File: config.mk
export PLATFORM = sky130hd
export DESIGN_NAME = tcode_ctrl
export DESIGN_NICKNAME = d
export VERILOG_FILES = /design/src/rtl/tcode_pkg.sv /design/src/rtl/tcode_rx_pick.sv /design/src/rtl/tcode_core.sv /design/src/rtl/tcode_tx_fanout.sv /design/src/rtl/tcode_ctrl.sv
export SDC_FILE = /design/constraint.sdc
export NUM_CORES = 1
export LEC_CHECK = 0
export ABC_AREA = 1
export BUFFER_PORTS_ARGS = -buffer_cell sky130_fd_sc_hd__buf_2
export CAP_MARGIN = 20
export CORE_ASPECT_RATIO = 0.8
export CORE_MARGIN = 10
export CORE_UTILIZATION = 48
export DETAILED_ROUTE_END_ITERATION = 8
export MAX_ROUTING_LAYER = met4
export PLACE_DENSITY = 0.8
export SYNTH_ARGS = -nofsm -noshare
export SYNTH_HDL_FRONTEND = slang
export SYNTH_SLANG_ARGS = --single-unit
File: constraint.sdc
create_clock -name clk -period 2.35 [get_ports clk]
set_input_delay 0.47 -clock clk [delete_from_list [all_inputs] [get_ports clk]]
set_output_delay 0.47 -clock clk [all_outputs]
set_load 0.005 [all_outputs]
File: src/rtl/tcode_pkg.sv
package tcode_pkg;
  localparam int CNT_W  = 6;
  localparam int FLAG_W = 2;
  localparam int CODE_W = CNT_W + FLAG_W;

  typedef struct packed {
    logic [FLAG_W-1:0] flags;
    logic [CNT_W-1:0]  count;
  } tcode_t;
endpackage

File: src/rtl/tcode_rx_pick.sv
module tcode_rx_pick
  import tcode_pkg::*;
#(
  parameter int N = 4,
  localparam int IDX_W = (N > 1) ? $clog2(N) : 1
) (
  input  logic [N-1:0]        rx_valid,
  input  logic [N*CODE_W-1:0] rx_code,
  output logic                any,
  output logic [IDX_W-1:0]    idx,
  output tcode_t              code
);
  always_comb begin
    any  = |rx_valid;
    idx  = '0;
    code = '0;
    // Scan downwards so the lowest-numbered port wins.
    for (int i = N - 1; i >= 0; i--) begin
      if (rx_valid[i]) begin
        idx  = IDX_W'(i);
        code = rx_code[i*CODE_W +: CODE_W];
      end
    end
  end
endmodule

File: src/rtl/tcode_core.sv
module tcode_core
  import tcode_pkg::*;
#(
  parameter int N = 4,
  localparam int IDX_W = (N > 1) ? $clog2(N) : 1
) (
  input  logic             clk,
  input  logic             rst,
  input  logic             tick_in,
  input  logic             ext_mode,
  input  tcode_t           tc_in,
  input  logic [N-1:0]     port_en,
  input  logic             pending,
  input  logic             rx_any,
  input  logic [IDX_W-1:0] rx_idx,
  input  tcode_t           rx_code,
  output logic             issue,
  output logic [N-1:0]     issue_mask,
  output tcode_t           issue_code,
  output logic             tick_out,
  output tcode_t           tc_out,
  output logic [CNT_W-1:0] cnt_q
);
  logic [CNT_W-1:0] next_cnt;
  logic             tick_ok;
  logic             rx_take;
  logic             rx_ok;
  tcode_t           local_code;
  logic [N-1:0]     src_mask;

  always_comb begin
    next_cnt   = cnt_q + CNT_W'(1);
    tick_ok    = tick_in & ~pending;
    rx_take    = rx_any & ~tick_ok;
    rx_ok      = rx_take & (rx_code.count == next_cnt);
    local_code = ext_mode ? tc_in : '{flags: tc_in.flags, count: next_cnt};
    src_mask   = N'(1) << rx_idx;
    issue      = tick_ok | (rx_ok & ~pending);
    issue_mask = tick_ok ? port_en : (port_en & ~src_mask);
    issue_code = tick_ok ? local_code : rx_code;
  end

  always_ff @(posedge clk) begin
    if (rst) begin
      cnt_q    <= '0;
      tick_out <= 1'b0;
      tc_out   <= '0;
    end else begin
      tick_out <= rx_ok;
      if (tick_ok) begin
        cnt_q <= local_code.count;
      end else if (rx_take) begin
        cnt_q <= rx_code.count;
      end
      if (rx_ok) begin
        tc_out <= rx_code;
      end
    end
  end
endmodule

File: src/rtl/tcode_tx_fanout.sv
module tcode_tx_fanout
  import tcode_pkg::*;
#(
  parameter int N = 4
) (
  input  logic         clk,
  input  logic         rst,
  input  logic         issue,
  input  logic [N-1:0] issue_mask,
  input  tcode_t       issue_code,
  input  logic [N-1:0] tx_ack,
  output logic [N-1:0] tx_req,
  output tcode_t       tx_code,
  output logic         pending
);
  for (genvar g = 0; g < N; g++) begin : g_port
    always_ff @(posedge clk) begin
      if (rst) begin
        tx_req[g] <= 1'b0;
      end else if (issue) begin
        tx_req[g] <= issue_mask[g];
      end else if (tx_ack[g]) begin
        tx_req[g] <= 1'b0;
      end
    end
  end

  always_ff @(posedge clk) begin
    if (rst) begin
      tx_code <= '0;
    end else if (issue) begin
      tx_code <= issue_code;
    end
  end

  assign pending = |tx_req;
endmodule

File: src/rtl/tcode_ctrl.sv
module tcode_ctrl
  import tcode_pkg::*;
#(
  parameter int N = 4,
  localparam int IDX_W = (N > 1) ? $clog2(N) : 1
) (
  input  logic                clk,
  input  logic                rst,
  input  logic                tick_in,
  input  logic                ext_mode,
  input  logic [CODE_W-1:0]   tc_in,
  input  logic [N-1:0]        port_en,
  input  logic [N-1:0]        tx_ack,
  input  logic [N-1:0]        rx_valid,
  input  logic [N*CODE_W-1:0] rx_code,
  output logic [N-1:0]        tx_req,
  output logic [CODE_W-1:0]   tx_code,
  output logic                tick_out,
  output logic [CODE_W-1:0]   tc_out
);
  logic             rx_any;
  logic [IDX_W-1:0] rx_idx;
  tcode_t           rx_sel;
  logic             pending;
  logic             issue;
  logic [N-1:0]     issue_mask;
  tcode_t           issue_code;
  tcode_t           tx_code_s;
  tcode_t           tc_out_s;
  logic [CNT_W-1:0] cnt_w;

  tcode_rx_pick #(.N(N)) u_pick (
    .rx_valid (rx_valid),
    .rx_code  (rx_code),
    .any      (rx_any),
    .idx      (rx_idx),
    .code     (rx_sel)
  );

  tcode_core #(.N(N)) u_core (
    .clk        (clk),
    .rst        (rst),
    .tick_in    (tick_in),
    .ext_mode   (ext_mode),
    .tc_in      (tc_in),
    .port_en    (port_en),
    .pending    (pending),
    .rx_any     (rx_any),
    .rx_idx     (rx_idx),
    .rx_code    (rx_sel),
    .issue      (issue),
    .issue_mask (issue_mask),
    .issue_code (issue_code),
    .tick_out   (tick_out),
    .tc_out     (tc_out_s),
    .cnt_q      (cnt_w)
  );

  tcode_tx_fanout #(.N(N)) u_fan (
    .clk        (clk),
    .rst        (rst),
    .issue      (issue),
    .issue_mask (issue_mask),
    .issue_code (issue_code),
    .tx_ack     (tx_ack),
    .tx_req     (tx_req),
    .tx_code    (tx_code_s),
    .pending    (pending)
  );

  assign tx_code = tx_code_s;
  assign tc_out  = tc_out_s;
endmodule

==> results of run 1 <==
[cells in the final DEF, fill, tap and decap left out, drive strengths merged]
cell and instances:
nand3b 2, inv 52, clkinvlp 1, a21oi 18, o21a 1, dfxtp 27
o211ai 2, ha 1, nor2 33, nor3 1, buf 78, nand3 37
o21ai 26, o22ai 5, nand4 3, o31ai 1, or2 2, nand2 75
xor2 1, a21boi 2, a31oi 3, clkbuf 3
[power by group]
part | internal, uW | switching, uW
Clock | 120 | 146
Sequential | 532 | 49.4
Combinational | 234 | 359
Total | 887 | 554
[registers in the layout, indices dropped and copies added (netlist names)]
signal	cells
u_fan.tx_code	8
u_fan.tx_req	4
u_core.tick_out	1
u_core.cnt_q	6
u_core.tc_out	8
[metrics by stage]
step,util,cell area [um^2],hold slack [ns]
global route,0.601,2260,0.344
CTS,0.600,2250,0.345
floorplan,-,1840,0.477
finish,0.601,2260,0.348
detailed placement,0.587,2200,0.498
global placement,0.587,2200,0.482
[layer usage]
metal  vias up  track usage
li1       1110            -
met1       920        0.197
met2        49        0.281
met3         4       0.0321
met4         0       0.0229
met5         -            -
[kinds of logic after synthesis]
group | after synthesis | share of synthesized area
AOI/OAI and AO/OA | 58 | 0.172
buffers and inverters | 65 | 0.154
adders and majority gates | 1 | 0.00681
DFF | 27 | 0.294
xor gates and xnor gates | 1 | 0.00477
and+or+nand+nor | 153 | 0.369
[critical path: stages (launching register included)]
cell and delay (ns):
dfxtp_1 0.45, ha_1 0.24, xor2_1 0.24, nand3b_1 0.15, nand2_1 0.05, nor2_1 0.08
nand2_1 0.10, nor2_4 0.15, buf_4 0.21, o21ai_0 0.12, a21oi_1 0.20
[area by class of cell]
| type | instances | area (um^2) |
|---|---|---|
| inverters | 52 | 198 |
| clock inverters | 1 | 7.51 |
| multi-input cells | 213 | 1020 |
| fillers | 370 | 1500 |
| well taps | 44 | 55.1 |
| clock buffers | 3 | 41.3 |
| repair buffers | 78 | 395 |
| flip-flops and latches | 27 | 541 |
[worst max-delay path by stage]
stage	depth (start not counted)	to
4_1_cts	10	u_core.tc_out[1]
3_3_place_gp	12	u_core.tc_out[1]
3_5_place_dp	12	u_core.tc_out[1]
5_1_grt	10	u_core.tc_out[1]
2_1_floorplan	12	u_fan.tx_code[2]
6_report	10	u_core.tc_out[1]
==> impl_metrics.yaml, run 1 <==
worst_hold_path:
  hold_start: "rst"
  hold_end: "u_core.tick_out"
  min_path_cells: 2
  hold_path.class: "input pin to register"
placement:
  numPortBuffers: 76
  dpl.hpwl_um: 4450
  dp.cells: 414
  place_ws_ns: 0.135
  gp_congestion: 0.891
clock_tree:
  cts_root_buffer: "clkbuf_8"
  insertion_delay_ns: 0.28
  htree_levels: 1
  cts_buffers: 3
  post_cts_buffers: 0
  clk_pin_slew_ns: 0.10
  cts_buffer_depth: 2
  ctsResizeCount: 0
  cts.sinks: 27
  cts_tree: "yes"
  holdBufCountCts: 0
route:
  ant_nets: 0
  drcViolationCount: 0
  vias: 2083
  wirelength_um: 5440
  top_layer: "met4"
  drtPass1Iterations: 4
  first_iter_violations: 124
  vias_per_cell: 4.98
  dr_wl_met2_um: 2670
  drt-met1-wl_um: 2410
  wl_per_cell_um: 13.0
  dr_wl_met3_um: 322
synthesis:
  synth_top_area_share: 0.294
  netlist.top_cell.by_area: "dfxtp_1"
  synth_cell_types: 31
  async_reset_ff_frac: 0
  synthTopCellsByCount: "nand2_1, inv_1, nand3_1"
  seq_area_frac_synth: 0.294
  synth_most_common_cell: "nand2_1"
  synth_area_leaders: "dfxtp_1, nand2_1, nand3_1, inv_1, o21ai_0"
  syn_area_per_cell_um2: 6.03
  synth_edf_count: 0
  syn-num-nets: 362
  syn_area_um2: 1840
  ys_ff_latch: 27
  ys.flop_type: "dfxtp_1"
  yosysWarnings: 0
  synth_cells: 305
timing:
  rsz0062_at_grt: "no"
  finalHoldViolations: 0
  final_max_slew_viol_count: 0
  finalCritPeriodShare: 0.878
  fin_crit_ns: 2.06
  finClkSkew_ns: 0.0108
  timing.final.ws_setup_ns: 0.288
  timing.fmax_mhz: 485
  setup_viol: 0
  relSlewSlack: 0.525
  setup-tns-final_ns: 0
  worstMarginPinSlew_ns: 0.712
grt:
  grt_pass1_wl_um: 8620
  grt_antenna_before_repair: 0
  grt_max_degree: 32
  grt_pass1_vias: 1908
  grt_overflow: 0
  grt_use_total: 0.163
critical_path:
  startpoint_type: "register"
  arrival_ns: 2.25
  reg2reg_slack_ns: 0.29
  crit_path_end_kind: "register"
  crit_fanout: 16
  reg2reg_depth: 10
  r2r-end: "u_core.tc_out[1]"
  crit_type: "register to register"
  crit_start: "u_core.cnt_q[0]"
  crit_required_ns: 2.54
  worstReg2RegStart: "u_core.cnt_q[0]"
floorplanning:
  pin_count: 77
  rows: 20
  start_util: 0.490
  die_x_um: 89.2
  coreArea_um2: 3750
  chipHeight_um: 75.3
  die_area_um2: 6720
cells_and_area:
  layout-drive-gt1-share: 0.257
  antenna_cells: 0
  final_cells: 418
  area_growth_pct: 22.8
  nets: 432
run:
  cap_violations: 0
outcome:
  status: "complete, no violations"
pwr:
  power_leakage_uw: 0.00132
  power.total_uw: 1440
  peakVddDrop_mv: 0.338
  power_density_nw_per_um2: 638
No activity file was read; power rests on OpenSTA's default activity.
==> run 2: changes to the inputs <==
BUFFER_PORTS_ARGS = default   (was -buffer_cell sky130_fd_sc_hd__buf_2)
CAP_MARGIN = 40   (was 20)
CORE_UTILIZATION = 50   (was 48)
DONT_BUFFER_PORTS = 1   (was default)
PLACE_DENSITY = 0.68   (was 0.8)
clock period = 1.8 ns   (was 2.35 ns; I/O delays follow)
==> run 2 against run 1 <==
Net effect:
- the run now ends with setup timing left
- largest cell class unchanged
- combinational power rose by 47%
- worst setup slack worse by 0.33 ns
- first-iteration DRC count increased by 31%
- global-route usage about the same
- sequential power increased by 34%
- critical endpoint is now u_fan.tx_req[2]
- design area fell by 2.9%
- clock power increased by 39%
- flip-flop and latch count did not move
==> impl_metrics.yaml, run 2 (synthesis results as in run 1) <==
route:
  first_iter_violations: 163
  wl_per_cell_um: 15.5
  vias_per_cell: 5.36
  ant_nets: 0
  vias: 1950
  drcViolationCount: 0
  drtPass1Iterations: 4
  wirelength_um: 5630
clock_tree:
  htree_levels: 1
  insertion_delay_ns: 0.28
  cts.sinks: 27
  cts_root_buffer: "clkbuf_8"
  cts_buffers: 3
  holdBufCountCts: 0
  cts_buffer_depth: 2
  cts_tree: "yes"
  clk_pin_slew_ns: 0.11
timing:
  finalCritPeriodShare: 1.02
  rsz0062_at_grt: "yes"
  setup-tns-final_ns: -0.0879
  finClkSkew_ns: 0.0120
  worstMarginPinSlew_ns: 0.404
  relSlewSlack: 0.728
  finalHoldViolations: 0
  whs_ns: 0.128
  setup_viol: 6
  fin_crit_ns: 1.84
  timing.final.ws_setup_ns: -0.0442
  timing.fmax_mhz: 542
  final_max_slew_viol_count: 0
grt:
  grt_use_total: 0.163
  grt_pass1_vias: 1746
  grt_overflow: 0
  grt_max_degree: 26
  grt_antenna_before_repair: 0
  grt_pass1_wl_um: 8390
critical_path:
  crit_path_end_kind: "register"
  crit_type: "register to register"
  reg2reg_depth: 11
  startpoint_type: "register"
  crit_required_ns: 1.97
  crit_fanout: 5
  arrival_ns: 2.02
  reg2reg_slack_ns: -0.04
floorplanning:
  pin_count: 77
  coreArea_um2: 3490
  die_x_um: 87.8
  chipHeight_um: 74.2
  start_util: 0.526
  rows: 19
  die_area_um2: 6520
cells_and_area:
  fillers: 336
  final_cells: 364
  layout-drive-gt1-share: 0.199
  final_common_cell: "nand2_1"
  regArea_um2: 544
  nets: 380
  area_growth_pct: 19.2
  multi_input_area_um2: 1120
  reg_top3: "u_core.tc_out: 8 flops, u_fan.tx_code: 8 flops, u_core.cnt_q: 6 flops"
  final_cell_mix: "nand2_1, inv_1, nand3_1, nor2_1, dfxtp_1"
  antenna_cells: 0
worst_hold_path:
  hold_path.class: "input pin to register"
  min_path_cells: 1
placement:
  gp_congestion: 0.894
  numPortBuffers: 0
  dpl.hpwl_um: 4230
  place_ws_ns: -0.0894
  dp.cells: 349
pwr:
  power.total_uw: 2020
  power_leakage_uw: 0.00113
  peakVddDrop_mv: 0.650
  power_density_nw_per_um2: 922
outcome:
  status: "finished, violations left"
  violations: "setup timing"
run:
  cap_violations: 0
==> run 2: cell count changes in the layout (fill, tap and decap cells not counted), sizes merged <==
cell   previous run  this run
buf              78        24
nand2            75        77
==> run 2: metrics by stage <==
step / utilization / area, um^2
final: 0.627 / 2190
after floorplan: - / 1840
after global placement: 0.549 / 1920
after CTS: 0.576 / 2010
after global routing: 0.627 / 2190
after detailed placement: 0.549 / 1920
==> run 2: worst paths after layout <==
| check | start | to |
|---|---|---|
| worst max register to register | u_core.cnt_q[1] | u_fan.tx_req[2] |
| worst min register to register | u_fan.tx_code[1] | u_fan.tx_code[1] |
| worst min-delay path | rst | u_core.tick_out |
| worst max-delay path | u_core.cnt_q[1] | u_fan.tx_req[2] |
==> run 2: cell type report <==
cell class	instances	area share
Multi-Input combinational cell	215	0.513
Inverter	52	0.0919
Clock inverter	1	0.00400
Tap cell	42	0.0240
Sequential cell	27	0.248
Clock buffer	3	0.0188
Timing Repair Buffer	24	0.0999
==> run 2: where the power goes <==
group	internal [uW]	switching (uW)
clock	163	208
combinational	372	499
sequential	698	81.0
total	1230	788
==> run 2: worst max-delay path: stages, from the launching register on <==
cell and delay (ns):
dfxtp_2 0.37, buf_6 0.11, nand4_1 0.14, o21ai_2 0.19
nand2_1 0.09, nand2_1 0.09, nand3_2 0.12, nor2_4 0.14
buf_12 0.14, nand2_4 0.09, a21boi_1 0.18, nor2_1 0.07
==> run 2: per-layer routing <==
metal,vias to the layer above,part of all wire,global-route usage
met2,50,0.47,0.259
li1,1013,-,-
met3,2,0.087,0.0666
met4,0,0.0021,0.0106
met5,-,0,-
met1,885,0.44,0.198
==> run 2: repair_timing <==
action | CTS | global route
pin swaps | 2 | 3
resized for setup | 7 | 36
setup buffers | 1 | 7
gates cloned | 1 | 2
setup endpoints to repair | 16 | 25
